[config.mk]
export PLATFORM = sky130hd
export DESIGN_NAME = pretrig_capture
export DESIGN_NICKNAME = d
export VERILOG_FILES = /design/src/rtl/pretrig_pkg.sv /design/src/rtl/pretrig_dp.sv /design/src/rtl/pretrig_ctrl.sv /design/src/rtl/pretrig_capture.sv
export SDC_FILE = /design/constraint.sdc
export NUM_CORES = 1
export LEC_CHECK = 0
export BUFFER_PORTS_ARGS = -buffer_cell sky130_fd_sc_hd__buf_2
export CAP_MARGIN = 20
export CORE_ASPECT_RATIO = 1.1
export CORE_MARGIN = 1.5
export CORE_UTILIZATION = 64
export DETAILED_ROUTE_END_ITERATION = 12
export GPL_ROUTABILITY_DRIVEN = 1
export PLACE_DENSITY_LB_ADDON = 0.1
export SETUP_SLACK_MARGIN = 0.2
export SLEW_MARGIN = 30
export SYNTH_ARGS = -nofsm -noshare
export SYNTH_HDL_FRONTEND = slang
export SYNTH_SLANG_ARGS = --single-unit
[constraint.sdc]
create_clock -name clk -period 9.45 [get_ports clk]
set_clock_uncertainty 0.05 [all_clocks]
set_input_delay 1.89 -clock clk [delete_from_list [all_inputs] [get_ports clk]]
set_output_delay 1.89 -clock clk [all_outputs]
set_load 0.005 [all_outputs]
[src/rtl/pretrig_pkg.sv]
package pretrig_pkg;
  localparam int REG_W  = 32;
  localparam int DIV_W  = 16;
  localparam int ADDR_W = 3;

  localparam logic [ADDR_W-1:0] REG_RUN   = 3'd0;
  localparam logic [ADDR_W-1:0] REG_MODE  = 3'd1;
  localparam logic [ADDR_W-1:0] REG_TOTAL = 3'd2;
  localparam logic [ADDR_W-1:0] REG_PRE   = 3'd3;
  localparam logic [ADDR_W-1:0] REG_DIV   = 3'd4;
  localparam logic [ADDR_W-1:0] REG_CNT   = 3'd5;
  localparam logic [ADDR_W-1:0] REG_PREST = 3'd6;
  localparam logic [ADDR_W-1:0] REG_POS   = 3'd7;

  localparam logic [REG_W-1:0] RUN_GO   = 32'd3;
  localparam logic [REG_W-1:0] RUN_HALT = 32'd0;

  localparam logic [1:0] PHASE_IDLE = 2'd0;
  localparam logic [1:0] PHASE_DONE = 2'd1;
  localparam logic [1:0] PHASE_REC  = 2'd2;

  typedef enum logic [1:0] {ST_IDLE, ST_PRE, ST_POST, ST_DONE} capState_t;

  typedef struct packed {
    logic clear;
    logic run;
    logic advance;
    logic latchPre;
  } dpCmd_t;
endpackage

[src/rtl/pretrig_dp.sv]
module pretrig_dp
  import pretrig_pkg::*;
#(
  parameter int CH = 16,
  parameter int AW = 10
) (
  input  logic             clk,
  input  logic             rstN,
  input  dpCmd_t           cmd,
  input  logic [DIV_W-1:0] divisor,
  input  logic             bypass,
  input  logic [CH-1:0]    sampleIn,
  output logic             tick,
  output logic [REG_W-1:0] storedCnt,
  output logic [REG_W-1:0] storedNext,
  output logic [REG_W-1:0] preStored,
  output logic [AW-1:0]    wrPtr,
  output logic             memWrEn,
  output logic [AW-1:0]    memAddr,
  output logic [CH-1:0]    memWrData,
  output logic             streamValid,
  output logic [CH-1:0]    streamData
);
  logic [DIV_W-1:0] divCnt;
  logic [DIV_W-1:0] divLim;

  always_comb begin
    divLim = (divisor == '0) ? '0 : divisor - 1'b1;
    tick   = (divCnt == divLim);
  end

  always_ff @(posedge clk) begin
    if (!rstN) begin
      divCnt <= '0;
    end else if (cmd.clear) begin
      divCnt <= '0;
    end else if (cmd.run) begin
      divCnt <= tick ? '0 : divCnt + 1'b1;
    end
  end

  always_comb begin
    storedNext = storedCnt + {{(REG_W-1){1'b0}}, cmd.advance};
  end

  always_ff @(posedge clk) begin
    if (!rstN) begin
      storedCnt <= '0;
      preStored <= '0;
      wrPtr     <= '0;
    end else if (cmd.clear) begin
      storedCnt <= '0;
      preStored <= '0;
      wrPtr     <= '0;
    end else begin
      storedCnt <= storedNext;
      if (cmd.latchPre) preStored <= storedCnt;
      if (cmd.advance && !bypass) wrPtr <= wrPtr + 1'b1;
    end
  end

  always_comb begin
    memWrEn     = cmd.advance && !bypass;
    memAddr     = wrPtr;
    memWrData   = sampleIn;
    streamValid = cmd.advance && bypass;
    streamData  = sampleIn;
  end

  AST_WRITE_COUNTS: assert property (@(posedge clk) disable iff (!rstN)
    memWrEn |=> (storedCnt == $past(storedCnt) + 1));
  AST_ADDR_STEPS: assert property (@(posedge clk) disable iff (!rstN)
    memWrEn |=> (wrPtr == $past(wrPtr) + 1'b1));
  AST_ONE_SINK: assert property (@(posedge clk) disable iff (!rstN)
    $onehot0({memWrEn, streamValid}));
  AST_STREAM_NO_PTR: assert property (@(posedge clk) disable iff (!rstN)
    streamValid |=> $stable(wrPtr));
endmodule

[src/rtl/pretrig_ctrl.sv]
module pretrig_ctrl
  import pretrig_pkg::*;
#(
  parameter int AW = 10
) (
  input  logic              clk,
  input  logic              rstN,
  input  logic              regWrEn,
  input  logic [ADDR_W-1:0] regAddr,
  input  logic [REG_W-1:0]  regWrData,
  output logic [REG_W-1:0]  regRdData,
  input  logic              trigIn,
  input  logic              tick,
  input  logic [REG_W-1:0]  storedCnt,
  input  logic [REG_W-1:0]  storedNext,
  input  logic [REG_W-1:0]  preStored,
  input  logic [AW-1:0]     wrPtr,
  output dpCmd_t            cmd,
  output logic [DIV_W-1:0]  divisor,
  output logic              bypass
);
  capState_t state, nextState;
  logic [REG_W-1:0] totalCnt;
  logic [REG_W-1:0] preCnt;
  logic trigSeen;
  logic recording, runWr, startReq, stopReq, cfgWr, trigOk, reached;
  logic [1:0] phase;

  always_comb begin
    recording = (state == ST_PRE) || (state == ST_POST);
    runWr     = regWrEn && (regAddr == REG_RUN);
    startReq  = runWr && (regWrData == RUN_GO) && !recording;
    stopReq   = runWr && (regWrData == RUN_HALT);
    cfgWr     = regWrEn && !recording;
    trigOk    = (state == ST_PRE) && !bypass && trigIn && (storedCnt >= preCnt);
    reached   = (storedNext >= totalCnt);
  end

  always_comb begin
    cmd.clear    = startReq;
    cmd.run      = recording;
    cmd.advance  = recording && tick;
    cmd.latchPre = trigOk;
  end

  always_comb begin
    nextState = state;
    if (stopReq) begin
      nextState = ST_IDLE;
    end else if (startReq) begin
      nextState = ST_PRE;
    end else begin
      case (state)
        ST_PRE:  if (trigOk) nextState = reached ? ST_DONE : ST_POST;
        ST_POST: if (reached) nextState = ST_DONE;
        default: nextState = state;
      endcase
    end
  end

  always_ff @(posedge clk) begin
    if (!rstN) begin
      state    <= ST_IDLE;
      trigSeen <= 1'b0;
    end else begin
      state <= nextState;
      if (startReq) trigSeen <= 1'b0;
      else if (trigOk) trigSeen <= 1'b1;
    end
  end

  always_ff @(posedge clk) begin
    if (!rstN) begin
      totalCnt <= '0;
      preCnt   <= '0;
      divisor  <= '0;
      bypass   <= 1'b0;
    end else if (cfgWr) begin
      case (regAddr)
        REG_MODE:  bypass   <= regWrData[0];
        REG_TOTAL: totalCnt <= regWrData;
        REG_PRE:   preCnt   <= regWrData;
        REG_DIV:   divisor  <= regWrData[DIV_W-1:0];
        default: ;
      endcase
    end
  end

  always_comb begin
    case (state)
      ST_PRE, ST_POST: phase = PHASE_REC;
      ST_DONE:         phase = PHASE_DONE;
      default:         phase = PHASE_IDLE;
    endcase
  end

  always_comb begin
    case (regAddr)
      REG_RUN:   regRdData = {{(REG_W-4){1'b0}}, {2{trigSeen}}, phase};
      REG_MODE:  regRdData = {{(REG_W-1){1'b0}}, bypass};
      REG_TOTAL: regRdData = totalCnt;
      REG_PRE:   regRdData = preCnt;
      REG_DIV:   regRdData = {{(REG_W-DIV_W){1'b0}}, divisor};
      REG_CNT:   regRdData = storedCnt;
      REG_PREST: regRdData = preStored;
      default:   regRdData = {{(REG_W-AW){1'b0}}, wrPtr};
    endcase
  end

  AST_TRIG_AFTER_WINDOW: assert property (@(posedge clk) disable iff (!rstN)
    $rose(trigSeen) |-> ($past(storedCnt) >= $past(preCnt)));
  AST_POST_BELOW_TOTAL: assert property (@(posedge clk) disable iff (!rstN)
    (state == ST_POST) |-> (storedCnt < totalCnt));
  AST_DONE_HOLDS: assert property (@(posedge clk) disable iff (!rstN)
    ((state == ST_DONE) && !startReq) |=> (state inside {ST_DONE, ST_IDLE}));
  AST_CFG_LOCKED: assert property (@(posedge clk) disable iff (!rstN)
    (recording && regWrEn && (regAddr == REG_TOTAL)) |=> $stable(totalCnt));
  AST_BYPASS_NO_TRIG: assert property (@(posedge clk) disable iff (!rstN)
    bypass |-> (state != ST_POST));
endmodule

[src/rtl/pretrig_capture.sv]
module pretrig_capture
  import pretrig_pkg::*;
#(
  parameter int CH = 16,
  parameter int AW = 10
) (
  input  logic              clk,
  input  logic              rstN,
  input  logic              regWrEn,
  input  logic [ADDR_W-1:0] regAddr,
  input  logic [REG_W-1:0]  regWrData,
  output logic [REG_W-1:0]  regRdData,
  input  logic [CH-1:0]     sampleIn,
  input  logic              trigIn,
  output logic              memWrEn,
  output logic [AW-1:0]     memAddr,
  output logic [CH-1:0]     memWrData,
  output logic              streamValid,
  output logic [CH-1:0]     streamData
);
  dpCmd_t           cmd;
  logic             tick;
  logic             bypass;
  logic [DIV_W-1:0] divisor;
  logic [REG_W-1:0] storedCnt, storedNext, preStored;
  logic [AW-1:0]    wrPtr;

  pretrig_ctrl #(.AW(AW)) u_ctrl (
    .clk(clk), .rstN(rstN),
    .regWrEn(regWrEn), .regAddr(regAddr), .regWrData(regWrData), .regRdData(regRdData),
    .trigIn(trigIn), .tick(tick),
    .storedCnt(storedCnt), .storedNext(storedNext), .preStored(preStored), .wrPtr(wrPtr),
    .cmd(cmd), .divisor(divisor), .bypass(bypass)
  );

  pretrig_dp #(.CH(CH), .AW(AW)) u_dp (
    .clk(clk), .rstN(rstN), .cmd(cmd), .divisor(divisor), .bypass(bypass),
    .sampleIn(sampleIn), .tick(tick),
    .storedCnt(storedCnt), .storedNext(storedNext), .preStored(preStored), .wrPtr(wrPtr),
    .memWrEn(memWrEn), .memAddr(memAddr), .memWrData(memWrData),
    .streamValid(streamValid), .streamData(streamData)
  );
endmodule

* Word level (Yosys, flattened, before mapping)
Index checks and enable logic that the tools add are counted.
W data, S select, Z words.
** Storage, ports and cells
- Memory bits (writable) :: 0
- Memories :: 0
- Bits in registers :: 174
- Memory bits (read-only) :: 0
- Latch bits :: 0
- Input port bits :: 55
- Output and inout bits :: 76
** Operators by class
- Reduce and logical (&&, ||, !) cells :: 29
- $add $sub $neg :: 4
- $lt $le $gt $ge :: 2
- Div/mod/pow operators :: 0
- Multiplexer cells :: 9
- $mul :: 0
- Equality and inequality tests :: 15
- Bitwise operators :: 1
- Shifts and indexed selects :: 0
** Operators with widths (count)
- $pmux W32 S7 :: 1
- $ge A32 B32 Y1 :: 2
- $add A32 B1 Y32 :: 1
- $eq A32 B2 Y1 const B :: 1
- $logic_not A32 Y1 :: 1
- $mux W16 :: 2
- $add A16 B1 Y16 const B :: 1
- $eq A16 B16 Y1 :: 1
- $logic_not A16 Y1 :: 1
- $sub A16 B1 Y16 const B :: 1
- $logic_and A1 B1 Y1 :: 11
- $add A10 B1 Y10 const B :: 1
- $eq A3 B3 Y1 const B :: 3
- $pmux W2 S2 :: 2
- $reduce_and A2 Y1 :: 4
- $eq A3 B2 Y1 const B :: 2
- $ne A3 B1 Y1 const B :: 2
- $reduce_and A3 Y1 :: 2
- $reduce_or A2 Y1 :: 3
- $eq A2 B2 Y1 const B :: 2
- $mux W2 :: 2
- $ne A2 B1 Y1 const B :: 2
- $eq A3 B1 Y1 const B :: 1
- $logic_not A3 Y1 :: 1
- other kinds (8) :: 10

* Depth between registers and ports, before layout
Gate-level depths: netlist (run 1).
- Word-level depth :: 10
- Gate-level depth with buffers :: 29
- Gate-level depth less buffers :: 28

* Cells and area by module
From an unflattened synthesis (run 1), not the netlist that was laid out.
** Second synthesis, totals
- Cells, all modules :: 1406
- Area, all modules :: 11317.1 um2
** Modules (own cells, without submodules)
- pretrig_ctrl :: area each 6163.4 um2, instances 1, sequential area each 1681.6 um2, cells each 830
- pretrig_dp :: area each 5153.7 um2, instances 1, sequential area each 1801.7 um2, cells each 576

* Worst setup path before layout (run 1)
Ideal clock, no wire load.
- Path kind :: reg-to-reg
- Start :: reg u_ctrl.divisor[0]
- End :: reg u_ctrl.state[1]
- Setup time :: 0.118 ns
- Path slack :: 4.029 ns
- Arrival :: 5.254 ns
- Stages on the path, launching flop included :: 29
- Cell sequence :: dfxtp_1 clkbuf_1 inv_1 ha_1 nor2b_1 a32o_1 a222oi_1 nand4_1 nor4b_1 nand3_1 nor4_1 nor2b_1 ha_1 nand4_1 nor3_1 and3_1 and3_1 nand3_1 xnor2_1 ha_1 a21o_1 a21o_1 a21oi_1 o211ai_1 a21oi_1 o31a_1 nand2_1 a21oi_1 nor3_1
** On the way
- Longest elaborated chain between the ends :: 8
- Elaborated cells on any way between the ends :: 9
- Classes of those cells :: add/sub: 2; order compare: 1; eq/ne: 2; mux: 1; reduce/logical: 3
** Ends and longest elaborated chain
- from (decl) :: RTL line pretrig_ctrl.sv:19 : output logic [DIV_W-1:0] divisor,
- from (signal assigned) :: RTL line pretrig_ctrl.sv:83 : REG_DIV: divisor <= regWrData[DIV_W-1:0];
- $sub A16 B1 Y16 / $logic_not A16 Y1 (equally long branches) :: RTL line pretrig_dp.sv:28 : divLim = (divisor == '0) ? '0 : divisor - 1'b1;
- $mux W16 * :: RTL line pretrig_dp.sv:28
- $eq A16 B16 Y1 * :: RTL line pretrig_dp.sv:29 : tick = (divCnt == divLim);
- $logic_and A1 B1 Y1 * :: RTL line pretrig_ctrl.sv:42 : cmd.advance = recording && tick;
- $add A32 B1 Y32 * :: RTL line pretrig_dp.sv:43 : storedNext = storedCnt + {{(REG_W-1){1'b0}}, cmd.advance};
- named net storedNext[25] :: RTL line pretrig_capture.sv:25 : logic [REG_W-1:0] storedCnt, storedNext, preStored;
- $ge A32 B32 Y1 * :: RTL line pretrig_ctrl.sv:36 : reached = (storedNext >= totalCnt);
- $ne A2 B1 Y1 (no line) *
- $reduce_and A3 Y1 (no line) *
- to (signal assigned) :: RTL line pretrig_ctrl.sv:66 : state <= nextState;
- to (decl) :: RTL line pretrig_ctrl.sv:22 : capState_t state, nextState;
Mark *: on every way through the listed nets, which the timed path passes. The rest lies on a longest branch.
A chain may end at the register's enable or synchronous reset.

* Final worst setup path (run 1)
Ends and elaborated chain as after synthesis.

==> summary.md, run 1 <==
| Metric | Value |
|---|---|
| FF+latch area | 3480 um^2 |
| Combinational share of power | 20.2% |
| CP Max Fanout | 9 |
| Top_reg_cell synth | dfxtp_1 |
| Yosys reg bits | 174 |
| Sequential share of power | 41.7% |
| Later-pin clock latency in the skew report | 0.44 ns |
| Synthesized instance count | 1,344 |
| CTS buffer count | 17 |
| Synthesized area | 10,900 um^2 |
| GRT Total Usage | 36.0% |
| HP Start | u_ctrl.preCnt[3]$_SDFFE_PN0P_ |
| Largest net degree at the start of global routing | 85 |
| Design Power | 0.00188 W |
| Gp weighted congestion | 0.998 |
| Via/cell ratio | 6.31 |
| Slew margin rel. | 39.5% |
| Fillers | 1,362 |
| Multi-input gate area | 6530 um^2 |
| First-pass GRT wire length | 50,100 um |
| Number of synthesized flops with an enable pin | 0 |
| Pint | 0.00128 W |
| Switching Power | 0.000599 W |
| Unrepaired setup endpoints after global routing | false |
| Hold buffers post-CTS | 0 |
| Inst Count DP | 1,533 |
| Commonest cells in the netlist | 213 x nand2_1, 174 x dfxtp_1, 88 x nor2_1, 84 x inv_1, 82 x a21boi_0 |
| CTS Buffer Depth | 2 |
| Std cell rows | 49 |
| Ratio of cells with drive above 1 in the final layout | 10.7% |
| TritonCTS clock tree | done |
| Most common cell in the netlist | nand2_1 |
| Period minus WS final | 6.66 ns |
| Top-level I/O count | 131 |
| CTS H-tree lvls | 4 |
| Final period utilization | 70.5% |
| Drt pass-1 iters | 6 |
| PD cells | 161 nW/um^2 |
| CP startpoint kind | register |
| Number of setup buffers added after CTS | 0 |
| HPWL Detailed | 23,100 um |
| RR Startpoint | u_ctrl.divisor[0]$_SDFFE_PN0P_ |
| DR iter-0 viols | 839 |
| Clk pin slew, worst setup/hold paths | 0.08 ns |
| Share of the synthesized area in the top cell type | 32.1% |
| Endpoint class of the critical path | register |
| CP required | 9.72 ns |
| Worst Tran Pin Value | 0.908 ns |
| Non-Filler Instances | 1,565 |
| Crit. Startpoint | u_ctrl.divisor[0]$_SDFFE_PN0P_ |
| Register area share after synthesis | 32.1% |
| Max Cap Viol | 0 |
| Final setup viols | 0 |
| Die Span X | 127 um |
| Core Region | 16,500 um^2 |
| Crit Path Category | reg -> reg |
| Die height | 140 um |
| Setup WS post-layout | 2.79 ns |
| Area growth syn-to-layout | 7.53% |
| Hold crit path type | reg -> reg |
| Sw Ratio | 31.8% |
| Pins over their slew limit | 0 |
| Status | complete, no violations |
| Vias in the first global route | 9,539 |
| Core Util, Final | 70.8% |
| Avg Synthesized Cell Area | 8.08 um^2 |
| Number of remaining DRC errors | 0 |
| Via count | 9,869 |
| Ant diodes | 0 |
| Yosys cell types | 65 |
| Post-DRT Antenna Nets | 0 |
| Leak pwr | 4.75 nW |
| Warnings from Yosys | 0 |
| Area contributors post-synth | dfxtp_1 32%, ha_1 8.3%, nand2_1 7.4%, a21boi_0 5.7%, mux2i_1 5.2% |
| Placement Setup Slack | 3.02 ns |
| Asr flop ratio synth | 0% |
| Gates resized, CTS repair | 0 |
| Crit path DAT | 6.93 ns |
| Clk sinks | 174 |
| Syn Nets | 1,471 |
| Total Wirelength | 31,700 um |
| Starting density of the core | 65.9% |
| Initial antenna violation count | 0 |
| Root Driver | clkbuf_16 |
| Cell taking the most area after synthesis | dfxtp_1 |
| Setup TNS | 0 ns |
| Clock share of power | 38.1% |
| Global route overflow | 0 |
| Port Buffers | 82 |
| Nets@finish | 1,475 |
| Worst VDD drop | 134 uV |
| Final Hold Viols | 0 |
| Die Area | 17,800 um^2 |
| Fmax achieved | 0.150 GHz |
| Routed WL per cell | 20.3 um |
[cells in the final DEF (no fill, tap or decap), types with 5 or more instances in the layout]
cell type    n
dfxtp_1    174
nor2b_1     13
and4_1       5
and2_1      35
nand3_1     35
a22o_1      22
xnor2_1     32
o21ai_0     18
nand4_1     22
mux2i_1     56
or4_1        9
ha_1        72
nor4_1      14
a211oi_1     8
a21boi_0    82
a21o_1      24
nor2_1      87
a21oi_1     36
nor3_1      28
and3_1      21
nand2b_1    12
a221oi_1     8
buf_2       82
o211ai_1     8
nand2_1    212
clkbuf_16   17
nor4b_1      5
buf_4       12
xor2_1      22
a221o_1     23
inv_1       84
[flip-flops by register name, summed over array words and instances, names as in the netlist]
register         count
u_ctrl.divisor      16
u_ctrl.totalCnt     32
u_ctrl.state         2
u_dp.memAddr        10
u_ctrl.trigSeen      1
u_dp.storedCnt      32
u_ctrl.bypass        1
u_dp.preStored      32
u_dp.divCnt         16
u_ctrl.preCnt       32
[stage by stage]
stage	instance area [um^2]	hold WS, ns
5_1_grt	11700	0.447
3_5_place_dp	11100	0.411
2_1_floorplan	10900	0.393
4_1_cts	11700	0.420
6_report	11700	0.420
3_3_place_gp	11100	0.402
[layer usage]
layer	up-vias	global-route usage, %	wire [um]
li1	4667	-	-
met1	4688	42.3	12500
met2	414	62.1	15400
met3	100	6.11	2190
met4	0	19.7	1630
met5	-	0	0
[cell type report]
class / instances / share of cell area, %
flip-flops and latches: 174 / 29.8
inverters: 84 / 2.70
well taps: 204 / 2.18
repair buffers: 94 / 4.28
multi-input cells: 977 / 55.9
clock buffers: 19 / 3.88
clock inverters: 13 / 1.22
[worst paths after layout]
| check | slack (ns) | endpoint | cells past startpoint |
|---|---|---|---|
| setup / recovery | 2.79 | u_ctrl.state[1]$_SDFFE_PP0P_ | 27 |
| hold / removal | 0.42 | u_ctrl.preCnt[3]$_SDFFE_PN0P_ | 2 |
| setup reg to reg | 2.79 | u_ctrl.state[1]$_SDFFE_PP0P_ | 27 |
| hold reg to reg | 0.42 | u_ctrl.preCnt[3]$_SDFFE_PN0P_ | 2 |
[worst max-delay path, cell delays in order (launching register included)]
cell	delay (ns)
dfxtp_1	0.47
inv_1	0.10
ha_1	0.28
nand2b_1	0.28
or4_1	0.17
o221ai_1	0.09
or4b_1	0.53
mux2i_1	0.34
nand3_1	0.12
nor4_1	0.41
nor2b_1	0.27
ha_1	0.24
nand4_1	0.17
nor3_1	0.58
and3_1	0.34
and3_1	0.31
nand3_1	0.13
xnor2_1	0.19
ha_1	0.28
a21o_1	0.20
a21o_1	0.18
a21oi_1	0.15
o211ai_1	0.11
a21oi_1	0.13
o31a_1	0.17
nand2_1	0.06
a21oi_1	0.12
nor3_1	0.06
[power by group through the flow]
stage	logic (W)	registers [W]	clock network, W
finish	0.000380	0.000786	0.000717
global route	0.000415	0.000789	0.000751
CTS	0.000375	0.000784	0.000722
detailed placement	0.000373	0.000801	0
global placement	0.000370	0.000801	0
floorplan	0.000276	0.000789	0
[cells by family after synthesis]
family,share of synthesized area [%]
DFF,32.1
adders and majority gates,8.29
buffers and inverters,8.10
AOI/OAI and AO/OA,18.3
muxes,5.57
xor gates and xnor gates,4.35
and+or+nand+nor,23.3
Power figures use the tool's default switching activity.
==> run 2, diff against run 1 <==
Settings changed: CORE_UTILIZATION 64 to 59.
Clock period 9.45 ns to 6.7 ns, I/O delays scaled along.
==> run 2 against run 1 <==
  * Via count decreased by 2.2%
  * Combinational power increased by 41%
  * Worst setup slack got worse by 2.1 ns
  * Largest power group unchanged
==> summary.md, run 2 (same netlist as run 1, synthesis figures left out) <==
| Metric | Value |
|---|---|
| Die Span X | 132 um (+4.1%) |
| Die Area | 19,200 um^2 (+8.3%) |
| Worst flop-to-flop path endpoint | u_ctrl.state[1]$_SDFFE_PP0P_ |
| Multi-input gate area | 6600 um^2 (+0.94%) |
| HPWL Detailed | 22,700 um (-1.6%) |
| Endpoint class of the critical path | register |
| FF+latch area | 3480 um^2 (about the same) |
| CP startpoint kind | register |
| CTS H-tree lvls | 4 (unchanged) |
| Leading cell type in the layout, fill and taps excluded | nand2_1 |
| Clk sinks | 174 (unchanged) |
| Non-Filler Instances | 1,607 (+2.7%) |
| Final Hold Viols | 0 (unchanged) |
| Clk pin slew, worst setup/hold paths | 0.07 ns (about the same) |
| Unrepaired setup endpoints after global routing | false |
| CP Max Fanout | 9 (unchanged) |
| Max Cap Viol | 0 (unchanged) |
| CTS buffer count | 17 (unchanged) |
| Top-level I/O count | 131 (unchanged) |
| Worst VDD drop | 184 uV (+37%) |
| CP required | 6.97 ns (-2.75 ns) |
| TritonCTS clock tree | done |
| Pins over their slew limit | 0 (unchanged) |
| Inst Count DP | 1,574 (+2.7%) |
| Largest net degree at the start of global routing | 64 (-25%) |
| Root Driver | clkbuf_16 |
| Hold_ws | 0.425 ns (+0.00515 ns) |
| Core Region | 17,900 um^2 (+8.3%) |
| Nets@finish | 1,482 (+0.47%) |
| Via count | 9,649 (-2.2%) |
| Setup WS post-layout | 0.686 ns (-2.10 ns) |
| Crit path DAT | 6.28 ns (-0.65 ns) |
| Starting density of the core | 60.8% (-5.1 points) |
| Final setup viols | 0 (unchanged) |
| Vias in the first global route | 9,284 (-2.7%) |
| Number of remaining DRC errors | 0 (unchanged) |
| Period minus WS final | 6.01 ns (-0.647 ns) |
| Global route overflow | 0 (unchanged) |
| Final period utilization | 89.8% (+19 points) |
| DR iter-0 viols | 761 (-9.3%) |
| Routed WL per cell | 19.3 um (-4.8%) |
| Design area | 11,800 um^2 (+1.0%) |
| Die height | 145 um (+4.1%) |
| Slowest stage delay, CP | 0.40 ns (-0.18 ns) |
| HP Start | u_ctrl.preCnt[3]$_SDFFE_PN0P_ |
| Port Buffers | 82 (unchanged) |
| Drt pass-1 iters | 5 (-1) |
| WHS Endpoint | u_ctrl.preCnt[3]$_SDFFE_PN0P_ |
| RR Startpoint | u_ctrl.divisor[0]$_SDFFE_PN0P_ |
| Hold path depth | 2 (unchanged) |
| Post-DRT Antenna Nets | 0 (unchanged) |
| CP max stage cell | dfxtp_2 |
| Ratio of cells with drive above 1 in the final layout | 11.9% (+1.2 points) |
| Flop2flop setup slack | 0.69 ns (-2.10 ns) |
| Slew margin rel. | 33.7% (-5.8 points) |
| Post-DP Area | 11,200 um^2 (+0.90%) |
| PD cells | 221 nW/um^2 (+37%) |
| Setup TNS | 0 ns (unchanged) |
| Status | complete, no violations |
| Worst Tran Pin Value | 0.991 ns (+0.0830 ns) |
| Initial antenna violation count | 3 (+3) |
| Fmax achieved | 0.166 GHz (+11%) |
| Area growth syn-to-layout | 8.65% |
| Crit Path Category | reg -> reg |
| Total Wirelength | 31,000 um (-2.2%) |
| Reg2Reg Depth | 28 (+3.7%) |
| First-pass GRT wire length | 49,500 um (-1.1%) |
| GRT Total Usage | 32.4% (-3.6 points) |
| Later-pin clock latency in the skew report | 0.43 ns (about the same) |
| Std cell rows | 51 (+4.1%) |
| CP most frequent cell | a21oi_1 |
| Via/cell ratio | 6.00 (-4.8%) |
| Most frequent cells in the layout | 212 x nand2_1, 173 x dfxtp_1, 87 x nor2_1 |
| Leak pwr | 4.80 nW (+1.0%) |
| CTS Buffer Depth | 2 (unchanged) |
| Hold crit path type | reg -> reg |
| Hold buffers post-CTS | 0 (unchanged) |
| Gp weighted congestion | 0.898 (-10%) |
| Placement Setup Slack | 0.379 ns (-2.64 ns) |
| Fillers | 1,582 (+16%) |
==> run 2: cell types whose count changed in the layout (fill, tap and decap cells not counted), moves of 2 or more <==
cell,previous run,this run
nor3_1,28,25
nor4_1,14,12
and3_1,21,19
inv_8,4,1
nor3_4,0,2
clkbuf_1,0,2
inv_6,4,6
and3_2,0,2
buf_4,12,19
==> run 2: per-stage QoR <==
step,utilization (%),power [W]
6_report,66.1,0.00261
3_5_place_dp,62.6,0.00165
3_3_place_gp,62.6,0.00164
4_1_cts,65.7,0.00260
2_1_floorplan,-,0.00150
5_1_grt,66.1,0.00271
==> run 2: how the worst max path moves through the flow <==
| stage | end | startpoint |
|---|---|---|
| floorplan | u_ctrl.state[1]$_SDFFE_PP0P_ | u_ctrl.divisor[0]$_SDFFE_PN0P_ |
| global placement | u_ctrl.state[1]$_SDFFE_PP0P_ | u_ctrl.divisor[6]$_SDFFE_PN0P_ |
| detailed placement | u_ctrl.state[1]$_SDFFE_PP0P_ | u_ctrl.divisor[6]$_SDFFE_PN0P_ |
| CTS | u_ctrl.state[1]$_SDFFE_PP0P_ | u_ctrl.divisor[6]$_SDFFE_PN0P_ |
| global route | u_ctrl.state[1]$_SDFFE_PP0P_ | u_ctrl.divisor[0]$_SDFFE_PN0P_ |
| finish | u_ctrl.state[1]$_SDFFE_PP0P_ | u_ctrl.divisor[0]$_SDFFE_PN0P_ |
==> run 2: area by class of cell <==
cell class | instances | area share [%]
Sequential cell | 174 | 29.5
Clock inverter | 11 | 0.816
Multi-Input combinational cell | 977 | 55.9
Inverter | 84 | 2.67
Timing Repair Buffer | 101 | 4.68
Clock buffer | 21 | 3.90
Antenna cell | 1 | 0.0212
Tap cell | 238 | 2.52
==> run 2: timing repair <==
| action | 4_1_cts | 5_1_grt |
|---|---|---|
| setup endpoints to repair | 0 | 2 |
| buffers inserted | 0 | 0 |
| gates resized for setup | 0 | 12 |
==> run 2: metal layers <==
| layer | share of wire (%) | track usage (%) | vias to the layer above |
|---|---|---|---|
| li1 | - | - | 4691 |
| met5 | 0.042 | 0 | - |
| met4 | 2.2 | 9.84 | 2 |
| met2 | 47 | 53.1 | 308 |
| met1 | 44 | 42.6 | 4607 |
| met3 | 7.0 | 7.38 | 41 |
==> run 2: critical path: cells and delay by family, from the launching register on <==
kind / cells / cell delay, ns
AND/OR/NAND/NOR: 13 / 2.56
AO/OA/AOI/OAI: 9 / 1.66
adder cells (fa/ha/maj): 3 / 0.84
flip-flops: 1 / 0.40
buffers and inverters: 2 / 0.23
XOR/XNOR: 1 / 0.20
==> run 2: power by group <==
part | switching (W) | internal [W] | leakage [nW]
clock | 0.000458 | 0.000506 | 0.268
sequential | 0.0000409 | 0.00107 | 1.40
combinational | 0.000337 | 0.000200 | 3.12
total | 0.000836 | 0.00177 | 4.80
==> run 3, diff against run 2 <==
Settings changed: CORE_UTILIZATION 59 to 60, SYNTH_HIERARCHICAL set to 1.
==> run 3 against run 2 <==
  * Sequential cell count did not move
  * Combinational power up 6.0%
  * Die area rose by 2.4%
  * Count of clock-buffer cells in the layout shrank 2
  * Clock power is 11% higher
  * Sequential power hardly changed
  * Routed wire length is 6.6% higher
  * Hold slack got worse by 0.0066 ns
  * Critical path type unchanged
  * Critical endpoint is now u_ctrl/state[0]$_SDFFE_PP0P_
==> summary.md, run 3 <==
| Metric | Value |
|---|---|
| Synthesized instance count | 1,406 (+4.6%) |
| Hold crit path type | reg -> reg |
| Commonest cells in the netlist | 246 x nand2_1, 174 x dfxtp_1, 105 x nor2_1, 80 x inv_1, 77 x a21boi_0 |
| Fmax achieved | 0.165 GHz (-0.78%) |
| Non-Filler Instances | 1,658 (+3.2%) |
| Number of remaining DRC errors | 0 (unchanged) |
| Ant diodes | 0 (-1) |
| Crit Path Category | reg -> reg |
| Vias in the first global route | 9,630 (+3.7%) |
| Unrepaired setup endpoints after global routing | false |
| Area growth syn-to-layout | 7.66% |
| HPWL Detailed | 23,600 um (+4.0%) |
| Area contributors post-synth | dfxtp_1 31%, nand2_1 8.2%, ha_1 8.0%, mux2i_1 5.7%, a21boi_0 5.1% |
| Hold buffers post-CTS | 0 (unchanged) |
| Drt pass-1 iters | 5 (unchanged) |
| Multi-input gate area | 6910 um^2 (+4.8%) |
| Later-pin clock latency in the skew report | 0.43 ns (about the same) |
| CP max stage cell | or4_1 |
| Warnings from Yosys | 6 (+6) |
| Buffers and inverters on the worst path | 1 (-1) |
| Avg Synthesized Cell Area | 8.05 um^2 (-0.44%) |
| Share of the synthesized area in the top cell type | 30.8% (-1.3 points) |
| Yosys reg bits | 174 (unchanged) |
| Initial antenna violation count | 1 (-2) |
| CP startpoint kind | register |
| Cell family with most CP delay | simple AND/OR/NAND/NOR gates |
| CTS H-tree lvls | 4 (unchanged) |
| Core Region | 18,400 um^2 (+3.1%) |
| Leading cell type in the layout, fill and taps excluded | nand2_1 |
| Number of synthesized flops with an enable pin | 0 (unchanged) |
| Starting density of the core | 61.5% (+0.65 points) |
| Period minus WS final | 6.06 ns (+0.0473 ns) |
| Via count | 9,922 (+2.8%) |
| FF+latch area | 3480 um^2 (about the same) |
| Crit path DAT | 6.38 ns (+0.10 ns) |
| Pins over their slew limit | 0 (unchanged) |
| Gp weighted congestion | 0.980 (+9.1%) |
| GRT Total Usage | 33.9% (+1.4 points) |
| Final period utilization | 90.5% (+0.71 points) |
| DR iter-0 viols | 877 (+15%) |
| CTS buffer count | 17 (unchanged) |
| Design Power | 0.00274 W (+5.1%) |
| Asr flop ratio synth | 0% (unchanged) |
| CTS Buffer Depth | 2 (unchanged) |
| Post-DRT Antenna Nets | 0 (unchanged) |
| Port Buffers | 82 (unchanged) |
| Cell taking the most area after synthesis | dfxtp_1 |
| Root Driver | clkbuf_16 |
| Yosys cell types | 86 (+32%) |
| CP required | 7.02 ns (+0.05 ns) |
| Total Wirelength | 33,100 um (+6.6%) |
| Status | complete, no violations |
| TritonCTS clock tree | done |
| Nets@finish | 1,529 (+3.2%) |
| CP Cell Sequence | inv_2, ha_2, or3b_4, or4_4, mux2_4, o211a_1, o211ai_2, nor4_4, nor2b_4, ha_1, nand3_1, or4_1, nor2_1, nand2_1, xnor2_1, ha_1, nand4_1, nor4_4, a22oi_1, o211ai_1, a31oi_2, o21a_1, a2111oi_2, a31o_1 |
| Fillers | 1,634 (+3.3%) |
| First-pass GRT wire length | 52,000 um (+5.0%) |
| Ratio of cells with drive above 1 in the final layout | 13.0% (+1.1 points) |
| Worst VDD drop | 185 uV (+0.46%) |
| Worst Tran Pin Value | 1.05 ns (+0.0593 ns) |
| Most common cell in the netlist | nand2_1 |
| Inst Count DP | 1,625 (+3.2%) |
| Global route overflow | 0 (unchanged) |
| Top-level I/O count | 131 (unchanged) |
| Final setup viols | 0 (unchanged) |
| Clk sinks | 174 (unchanged) |
| Slowest stage delay, CP | 0.56 ns (+0.16 ns) |
| PD cells | 225 nW/um^2 (+1.9%) |
| Leak pwr | 4.76 nW (-0.75%) |
| Clk pin slew, worst setup/hold paths | 0.07 ns (about the same) |
| Most frequent cells in the layout | 246 x nand2_1, 174 x dfxtp_1, 104 x nor2_1 |
| Register area share after synthesis | 30.8% (-1.3 points) |
| Final Hold Viols | 0 (unchanged) |
| Synthesized area | 11,300 um^2 (+4.2%) |
| Die height | 147 um (+1.2%) |
| Top_reg_cell synth | dfxtp_1 |
| Largest net degree at the start of global routing | 89 (+39%) |
| Max Cap Viol | 0 (unchanged) |
| Die Area | 19,700 um^2 (+2.4%) |
| Via/cell ratio | 5.98 (-0.33%) |
| Slew margin rel. | 29.7% (-4.0 points) |
| Endpoint class of the critical path | register |
| CP Max Fanout | 7 (-2) |
| Setup TNS | 0 ns (unchanged) |
| Syn Nets | 1,533 (+4.2%) |
| Die Span X | 134 um (+1.2%) |
| Routed WL per cell | 20.0 um (+3.4%) |
| Std cell rows | 52 (+2.0%) |
==> run 3: cell types whose count changed after synthesis, sizes merged, moves of 9 or more <==
cell,before,now
a211oi,8,20
a21o,24,1
a221o,23,6
and3,21,12
buf,41,70
clkbuf,68,55
mux2i,56,65
nand2,213,246
nor2,88,105
nor3,31,20
o21ai,18,45
xor2,22,31
==> run 3: area by class of cell <==
class                           count  share of cell area, %
Sequential cell                   174                   28.6
Multi-Input combinational cell   1027                   56.7
Timing Repair Buffer              102                   4.60
Clock buffer                       19                   3.72
Inverter                           80                   2.46
Clock inverter                     13                   1.43
Tap cell                          243                   2.50
==> run 3: repair_timing <==
action                     in CTS  in global routing
setup buffers                   0                  1
setup endpoints to repair       0                  2
resized for setup               0                 11
==> run 3: path summary, 6_finish.rpt <==
path	to	slack, ns	depth (start not counted)	start
setup / recovery	u_ctrl/state[0]$_SDFFE_PP0P_	0.64	24	u_ctrl/divisor[0]$_SDFFE_PN0P_
hold / removal	u_ctrl/totalCnt[4]$_SDFFE_PN0P_	0.42	2	u_ctrl/totalCnt[4]$_SDFFE_PN0P_
setup reg to reg	u_ctrl/state[0]$_SDFFE_PP0P_	0.64	24	u_ctrl/divisor[0]$_SDFFE_PN0P_
hold reg to reg	u_ctrl/totalCnt[4]$_SDFFE_PN0P_	0.42	2	u_ctrl/totalCnt[4]$_SDFFE_PN0P_
==> run 3: routing by layer <==
metal / vias to the layer above / wire length [um] / track usage [%]
met3: 69 / 1880 / 5.31
met4: 2 / 995 / 12.7
met5: - / 13 / 0
li1: 4805 / - / -
met2: 345 / 16200 / 58.9
met1: 4701 / 14000 / 42.0
==> run 3: kinds of logic (layout without fill, tap and decap cells) <==
logic type	Yosys count	after routing	synth area share (%)
and+or+nand+nor	547	547	23.0
AOI/OAI and AO/OA	271	271	17.8
buffers and inverters	205	214	8.77
DFF	174	174	30.8
muxes	73	73	6.68
adders and majority gates	72	72	7.96
xor gates and xnor gates	64	64	5.07
==> run 3: stage by stage <==
stage                     instance area (um^2)  setup slack, ns  hold slack [ns]  utilization, %
after floorplan                          11300            0.557            0.393               -
after global placement                   11500            0.685            0.401            62.5
after detailed placement                 11500            0.555            0.411            62.5
after CTS                                12100            0.488            0.420            65.9
after global routing                     12200            0.193            0.456            66.2
final                                    12200            0.638            0.419            66.2
==> run 3: worst register-to-register path, delay by kind of cell (launching register included) <==
family / cells / cell delay [ns]
compound gates: 8 / 1.33
xor+xnor: 1 / 0.16
fa+ha+maj: 3 / 0.74
buf+inv: 1 / 0.09
flops: 1 / 0.37
mux: 1 / 0.21
simple gates: 10 / 3.04
==> run 3: power by group <==
group          total (W)  switching, W  leakage, nW  internal [W]
Clock            0.00107      0.000454        0.303      0.000616
Sequential       0.00110     0.0000403         1.40       0.00106
Combinational   0.000569      0.000351         3.05      0.000217
